===== src/rtl/reload_timer_pkg.sv =====
package reload_timer_pkg;
  localparam int ADDR_W = 2;
  typedef enum logic [ADDR_W-1:0] {
    SEL_COUNT  = 2'd0,
    SEL_SCALE  = 2'd1,
    SEL_PERIOD = 2'd2,
    SEL_NONE   = 2'd3
  } reg_sel_e;
endpackage


===== src/rtl/reload_timer_prescaler.sv =====
module reload_timer_prescaler #(
  parameter int W = 16
) (
  input  logic         clk,
  input  logic         rst_n,
  input  logic         run,
  input  logic         restart,
  input  logic [W-1:0] limit,
  output logic [W-1:0] phase,
  output logic         step
);
  logic [W-1:0] phase_q, phase_d;
  logic         phase_ce;

  assign step = run && (phase_q >= limit);

  always_comb begin
    phase_ce = restart || run;
    phase_d  = phase_q;
    if (restart)   phase_d = '0;
    else if (step) phase_d = '0;
    else if (run)  phase_d = phase_q + W'(1);
  end

  always_ff @(posedge clk or negedge rst_n) begin
    if (!rst_n)        phase_q <= '0;
    else if (phase_ce) phase_q <= phase_d;
  end

  assign phase = phase_q;
endmodule


===== src/rtl/reload_timer_counter.sv =====
module reload_timer_counter #(
  parameter int W = 16
) (
  input  logic         clk,
  input  logic         rst_n,
  input  logic         step,
  input  logic         load_en,
  input  logic [W-1:0] load_val,
  input  logic [W-1:0] reload_val,
  output logic [W-1:0] count,
  output logic         pulse
);
  logic [W-1:0] cnt_q, cnt_d;
  logic         cnt_ce;
  logic         pulse_q, pulse_d;
  logic         at_zero;

  assign at_zero = (cnt_q == '0);

  always_comb begin
    cnt_ce  = load_en || step;
    cnt_d   = cnt_q;
    pulse_d = 1'b0;
    if (load_en) begin
      cnt_d = load_val;
    end else if (step) begin
      if (at_zero) begin
        cnt_d   = reload_val;
        pulse_d = 1'b1;
      end else begin
        cnt_d = cnt_q - W'(1);
      end
    end
  end

  always_ff @(posedge clk or negedge rst_n) begin
    if (!rst_n)      cnt_q <= '0;
    else if (cnt_ce) cnt_q <= cnt_d;
  end

  always_ff @(posedge clk or negedge rst_n) begin
    if (!rst_n) pulse_q <= 1'b0;
    else        pulse_q <= pulse_d;
  end

  assign count = cnt_q;
  assign pulse = pulse_q;
endmodule


===== src/rtl/reload_timer_regs.sv =====
module reload_timer_regs
  import reload_timer_pkg::*;
#(
  parameter int W = 16
) (
  input  logic              clk,
  input  logic              rst_n,
  input  logic              we,
  input  logic [ADDR_W-1:0] addr,
  input  logic [W-1:0]      wdata,
  input  logic [W-1:0]      count_in,
  output logic              count_wr,
  output logic [W-1:0]      scale,
  output logic [W-1:0]      period,
  output logic [W-1:0]      rdata
);
  reg_sel_e     sel;
  logic [W-1:0] scale_q, period_q;
  logic         scale_ce, period_ce;

  assign sel       = reg_sel_e'(addr);
  assign count_wr  = we && (sel == SEL_COUNT);
  assign scale_ce  = we && (sel == SEL_SCALE);
  assign period_ce = we && (sel == SEL_PERIOD);

  always_ff @(posedge clk or negedge rst_n) begin
    if (!rst_n)        scale_q <= '0;
    else if (scale_ce) scale_q <= wdata;
  end

  always_ff @(posedge clk or negedge rst_n) begin
    if (!rst_n)         period_q <= '0;
    else if (period_ce) period_q <= wdata;
  end

  always_comb begin
    case (sel)
      SEL_COUNT:  rdata = count_in;
      SEL_SCALE:  rdata = scale_q;
      SEL_PERIOD: rdata = period_q;
      default:    rdata = '0;
    endcase
  end

  assign scale  = scale_q;
  assign period = period_q;
endmodule


===== src/rtl/reload_timer.sv =====
module reload_timer
  import reload_timer_pkg::*;
#(
  parameter int W = 16,
  parameter int SYNC_STAGES = 2
) (
  input  logic              clk,
  input  logic              rst_n,
  input  logic              run_en,
  input  logic              bus_we,
  input  logic [ADDR_W-1:0] bus_addr,
  input  logic [W-1:0]      bus_wdata,
  output logic [W-1:0]      bus_rdata,
  output logic              tick_irq
);
  logic [SYNC_STAGES-1:0] rst_pipe;
  logic                   rst_sync_n;
  logic [W-1:0]           cnt_q, scale_q, period_q, phase_q;
  logic                   cnt_wr, step;

  always_ff @(posedge clk or negedge rst_n) begin
    if (!rst_n) rst_pipe <= '0;
    else        rst_pipe <= {rst_pipe[SYNC_STAGES-2:0], 1'b1};
  end
  assign rst_sync_n = rst_pipe[SYNC_STAGES-1];

  reload_timer_regs #(.W(W)) u_regs (
    .clk(clk), .rst_n(rst_sync_n), .we(bus_we), .addr(bus_addr),
    .wdata(bus_wdata), .count_in(cnt_q), .count_wr(cnt_wr),
    .scale(scale_q), .period(period_q), .rdata(bus_rdata)
  );

  reload_timer_prescaler #(.W(W)) u_pre (
    .clk(clk), .rst_n(rst_sync_n), .run(run_en), .restart(cnt_wr),
    .limit(scale_q), .phase(phase_q), .step(step)
  );

  reload_timer_counter #(.W(W)) u_cnt (
    .clk(clk), .rst_n(rst_sync_n), .step(step), .load_en(cnt_wr),
    .load_val(bus_wdata), .reload_val(period_q), .count(cnt_q),
    .pulse(tick_irq)
  );
endmodule


===== config.mk =====
export PLATFORM = sky130hd
export DESIGN_NAME = reload_timer
export DESIGN_NICKNAME = d
export VERILOG_FILES = /design/src/rtl/reload_timer_pkg.sv /design/src/rtl/reload_timer_prescaler.sv /design/src/rtl/reload_timer_counter.sv /design/src/rtl/reload_timer_regs.sv /design/src/rtl/reload_timer.sv
export SDC_FILE = /design/constraint.sdc
export NUM_CORES = 1
export LEC_CHECK = 0
export BUFFER_PORTS_ARGS = -buffer_cell sky130_fd_sc_hd__buf_2
export CAP_MARGIN = 20
export CORE_AREA = 4 4 139 141
export DETAILED_ROUTE_END_ITERATION = 10
export DIE_AREA = 0 0 143 145
export HOLD_SLACK_MARGIN = 0.03
export PLACE_DENSITY_LB_ADDON = 0.08
export SLEW_MARGIN = 30
export SYNTH_ARGS = -nofsm -noshare
export SYNTH_HDL_FRONTEND = slang
export SYNTH_HIERARCHICAL = 1
export SYNTH_SLANG_ARGS = --single-unit

===== constraint.sdc =====
create_clock -name clk -period 4.05 [get_ports clk]
set_input_delay 0.405 -clock clk [delete_from_list [all_inputs] [get_ports clk]]
set_output_delay 0.405 -clock clk [all_outputs]
set_load 0.02 [all_outputs]

# After elaboration in Yosys (flattened, before gate mapping)
# Index checks and enable logic that the tools add are counted.
[word_totals]
regBits = 67
latch_bits = 0
ramBits = 0
rom_bits = 0
in_bits = 22
out_inout_bits = 17
word_cells = 33
memories = 0
[classes]
n_addsub = 2
n_mul = 0
n_div = 0
magnitude_cmp = 1
n_eq_ne = 2
shift = 0
muxes = 10
n_bitwise = 0
n_reduce_logical = 12
[op_table]
columns = ["operator", "n"]
rows = [
  ["$mux W16", 6],
  ["$pmux W16 S3", 1],
  ["$add A16 B1 Y16 const B", 1],
  ["$ge A16 B16 Y1", 1],
  ["$logic_not A16 Y1", 1],
  ["$sub A16 B1 Y16 const B", 1],
  ["$logic_and A1 B1 Y1", 4],
  ["$reduce_and A2 Y1", 2],
  ["$mux W1", 3],
  ["$reduce_bool A3 Y1", 1],
  ["$eq A2 B1 Y1 const B", 1],
  ["$eq A2 B2 Y1 const B", 1],
  ["$logic_not A2 Y1", 1],
  ["$logic_or A1 B1 Y1", 2],
  ["$reduce_bool A2 Y1", 1],
]

# Longest topological paths before layout
[logic_depth]
word_depth = 4
mapped_depth = 12
mapped_depth_nobuf = 12

# By module
# The synthesis kept the hierarchy.
[modules_own_cells]
columns = ["module", "n_inst", "cells_each", "area_each_um2", "seq_area_each_um2"]
rows = [
  ["reload_timer_regs", 1, 108, 1656.6, 800.8],
  ["reload_timer_prescaler", 1, 151, 1371.3, 400.4],
  ["reload_timer_counter", 1, 165, 1346.3, 425.4],
  ["reload_timer", 1, 3, 53.8, 50.0],
]

# Worst setup path before layout
# Ideal clock, no wire load.
[synth_path]
kind = "register to register"
from = "register u_pre.phase_q[14] (netlist: u_pre/phase[14])"
to = "register u_cnt.cnt_q[5] (netlist: u_cnt/count[5])"
setup_time_ns = 0.127
t_arrival_ns = 2.465
t_required_ns = 3.923
slack_ns = 1.458
stages_incl_launch_ff = 11
path_buffers = 2
period_less_slack_ns = 2.592
cell_sequence = "dfrtp_1 -> ha_1 -> and4_1 -> o211ai_4 -> o21a_4 -> nor2b_1 -> clkbuf_1 -> buf_1 -> nor3b_1 -> a21oi_1 -> nand3_2"
[synth_via]
elab_chain_cells = 4
word_cells_on_any_way = 5
cone_classes = "order compare: 1; reduce/logical: 4"
[synth_lines]
columns = ["element", "line_no", "source"]
rows = [
  ["from (decl)", "reload_timer_prescaler.sv:12", "logic [W-1:0] phase_q, phase_d;"],
  ["from (signal assigned)", "reload_timer_prescaler.sv:27", "else if (phase_ce) phase_q <= phase_d;"],
  ["$ge A16 B16 Y1 *", "reload_timer_prescaler.sv:15", "assign step = run && (phase_q >= limit);"],
  ["$logic_and A1 B1 Y1 *", "reload_timer_prescaler.sv:15", ""],
  ["named net step", "reload_timer.sv:19", "logic cnt_wr, step;"],
  ["$reduce_bool A2 Y1 (no line) or $logic_or A1 B1 Y1 (tied branches)", "-", ""],
  ["$reduce_and A2 Y1 (no line) *", "-", ""],
  ["to (signal assigned)", "reload_timer_counter.sv:38", "else if (cnt_ce) cnt_q <= cnt_d;"],
  ["to (decl)", "reload_timer_counter.sv:13", "logic [W-1:0] cnt_q, cnt_d;"],
]
# Mark *: on every way through the listed nets, which the timed path passes. The rest lies on a longest branch.
# A chain may end at the register's enable or synchronous reset.

# Worst setup path in the final report
[layout_path]
from = "register u_regs.scale_q[15] (netlist: u_regs/scale[15])"
to = "register u_cnt.cnt_q[5] (netlist: u_cnt/count[5])"
[layout_via]
elab_chain_cells = 4
word_cells_on_any_way = 5
cone_classes = "order compare: 1; reduce/logical: 4"
[layout_lines]
columns = ["element", "line_no", "source"]
rows = [
  ["from (decl)", "reload_timer_regs.sv:18", "logic [W-1:0] scale_q, period_q;"],
  ["from (signal assigned)", "reload_timer_regs.sv:28", "else if (scale_ce) scale_q <= wdata;"],
  ["$ge A16 B16 Y1 *", "reload_timer_prescaler.sv:15", ""],
  ["$logic_and A1 B1 Y1 *", "reload_timer_prescaler.sv:15", ""],
  ["named net step", "reload_timer.sv:19", ""],
  ["$reduce_bool A2 Y1 (no line) or $logic_or A1 B1 Y1 (tied branches)", "-", ""],
  ["$reduce_and A2 Y1 (no line) *", "-", ""],
]
# Marked as above.

==> run metrics <==
status completed; DP Wirelength 9697 µm; total negative slack 0 ns; number of global-route vias before repair 3465; Worst-Skew Late Latency 0.34 ns; antenna violations before repair 0; Worst R2R Setup Slack 1.35 ns; Post-CTS Setup Inserts 0; WL final 13470 µm; Reg clk slew, reported paths 0.06 ns; I/O pin count 39; Setup WS post-layout 1.351 ns; via count 3402; clock root buffer clkbuf_16; most area-consuming cells after synthesis dfrtp_1, mux2_4, ha_1, mux2i_1, o2bb2ai_1; Chip Width 143 µm; Post-route DRC 0; sequential power share 39.3%; htree depth 3; Final Hold Viols 0; RSZ-0062 raised after global routing false; Leak 2.341 nW; post-CTS resize count 0; net switching power figure 0.0006950 W; CTS sink count 67; EDFF count, synth 0; worst reg-to-reg path cell count 11; antenna cells 0; Synth Instances 427; grt ovf 0; Final setup viols 0; drt pass-1 iters 4; Arrival @ worst endpoint 2.97 ns; reg-to-reg startpoint u_regs/scale[15]; mean number of vias per cell 4.888; Setup crit end kind register; Req. time, crit path 4.32 ns; fin nets 503; Initial Util 24.65%; commonest non-fill, non-tap cell in the layout dfrtp_1; first-pass GRT wire length 21300 µm; wire length per cell 19.35 µm; share of cells above drive strength 1 25.05%; pre-CTS setup slack 1.344 ns; Hold Path Class reg2async; Layout Skew 0.01006 ns; Power Dens Cells 435.6 nW/µm²; Clock power frac 39.2%; most frequent cells in the layout dfrtp_1, buf_2, nand2_1; logic gate share of total power 21.5%; VDD IR max 0.0002076 V; crit path kind reg2reg; Core ar. 17960 µm²; Netlist cell types 70; P_int 0.001554 W; CP Launch Type register; Placer Congestion 0.7523; area delta synth->final 16.59%; CTS Buffer Depth 2; Yosys top cell by area dfrtp_1; die area 20740 µm²; fin crit period 2.699 ns; Synth Cell Area 4428 µm²; CP max FO 24; ys flop type dfrtp_1; worst slew pin tran 0.7216 ns; post-route ant nets 0; syn avg cell area 10.37 µm²; Warnings, synthesis 6; CTS Buf Count 9; relative slew slack 51.90%; Synth Net Count 468; CTS tree yes; Synth Register Bits 67; PortBufs 38; Post-synth ARST share 100.0%; Max Cap Violations 0; worst r2r dst u_cnt/count[5]; DRT iter0 DRCs 235; Final Max Slew Viols 0; final period utilization 66.65%; FP Rows 49; Max Clock Freq 0.3705 GHz; Seq/Total Area, Yosys 37.86%; gr usage total 13.41%; Synth top area share 37.86%; largest net degree at the start of global routing 52; Sw Ratio 30.91%; chip height 145 µm
==> layer usage <==
layer / up-vias / global-route usage (%) / wire length (µm)
li1: 1660 / - / -
met1: 1683 / 20.32 / 6943
met2: 55 / 18.98 / 5895
met3: 4 / 2.501 / 525
met4: 0 / 4.468 / 102
met5: - / 0 / 0
==> critical path: stages (launching register included) <==
cell	delay, ns
dfrtp_1	0.36
inv_1	0.07
ha_1	0.34
and4_1	0.31
o211ai_4	0.12
o21a_4	0.25
nor2b_2	0.13
buf_4	0.30
or4b_1	0.47
a21oi_1	0.13
nand2_1	0.08
nand3_2	0.07
==> per-stage QoR <==
| step | total power, W | instances | util [%] | cell area, µm² | hold WS, ns |
|---|---|---|---|---|---|
| after floorplan | 0.001227 | 427 | - | 4428 | 0.1094 |
| after global placement | 0.001384 | 679 | 26.86 | 4825 | 0.1920 |
| after detailed placement | 0.001384 | 679 | 26.86 | 4825 | 0.1898 |
| after CTS | 0.002285 | 696 | 28.74 | 5162 | 0.1952 |
| after global routing | 0.002381 | 696 | 28.74 | 5162 | 0.2225 |
| final | 0.002249 | 696 | 28.74 | 5162 | 0.1738 |
==> cell families after synthesis <==
group                      Yosys count  share of synthesized area, %
AOI/OAI and AO/OA                   96                         16.42
xor gates and xnor gates             5                        0.9892
adders and majority gates           19                         5.369
buffers and inverters               47                         5.312
DFF                                 67                         37.86
muxes                               56                         15.32
other                                1                       0.08469
and+or+nand+nor                    136                         18.65
==> cell usage after synthesis, drive strengths merged, types with 4 or more instances <==
cell type / instances
o21ai: 17
and3: 5
dfrtp: 67
o2bb2ai: 17
ha: 19
inv: 25
nor3b: 12
a221oi: 6
nand3: 22
or3: 5
and4b: 4
buf: 14
nor2: 20
nand2: 29
and2: 4
a21oi: 23
o21a: 4
mux2: 34
o311ai: 5
clkbuf: 7
mux2i: 22
nor3: 12
nor2b: 4
==> flip-flops by register name, indices dropped and copies added, names as in the netlist <==
register	cells
u_regs/scale	16
u_pre/phase	16
rst_pipe	2
u_regs/period	16
u_cnt/pulse	1
u_cnt/count	16
==> area by class of cell <==
cell class | count | area, µm²
clock buffer | 10 | 239.0
tap | 229 | 286.5
clock inverter | 6 | 88.84
fill | 1880 | 12800
multi-input combinational | 313 | 2524
inverter | 25 | 93.84
sequential | 67 | 1678
timing repair buffer | 46 | 252.7
==> power by group through the flow <==
stage	Combinational, W	Clock (W)	Sequential [W]
after floorplan	0.000367	0	0.000859
after global placement	0.000486	0	0.000898
after detailed placement	0.000486	0	0.000898
after CTS	0.000491	0.000908	0.000886
after global routing	0.000538	0.000941	0.000903
final	0.000483	0.000881	0.000885
==> worst max path at each step <==
stage | slack, ns | to | from | depth (start not counted)
finish | 1.35 | u_cnt/count[5] | u_regs/scale[15] | 11
global route | 1.15 | u_cnt/count[5] | u_pre/phase[7] | 11
CTS | 1.33 | u_cnt/count[5] | u_regs/scale[15] | 11
detailed placement | 1.34 | u_cnt/count[5] | u_regs/scale[15] | 11
global placement | 1.37 | u_cnt/count[15] | u_regs/scale[15] | 10
floorplan | 1.46 | u_cnt/count[5] | u_pre/phase[14] | 10
==> timing repair <==
action | in CTS | in global routing
hold buffers | 1 | 0
setup endpoints to repair | 0 | 0
hold endpoints to repair | 2 | 0
No activity file was read; power rests on OpenSTA's default activity.
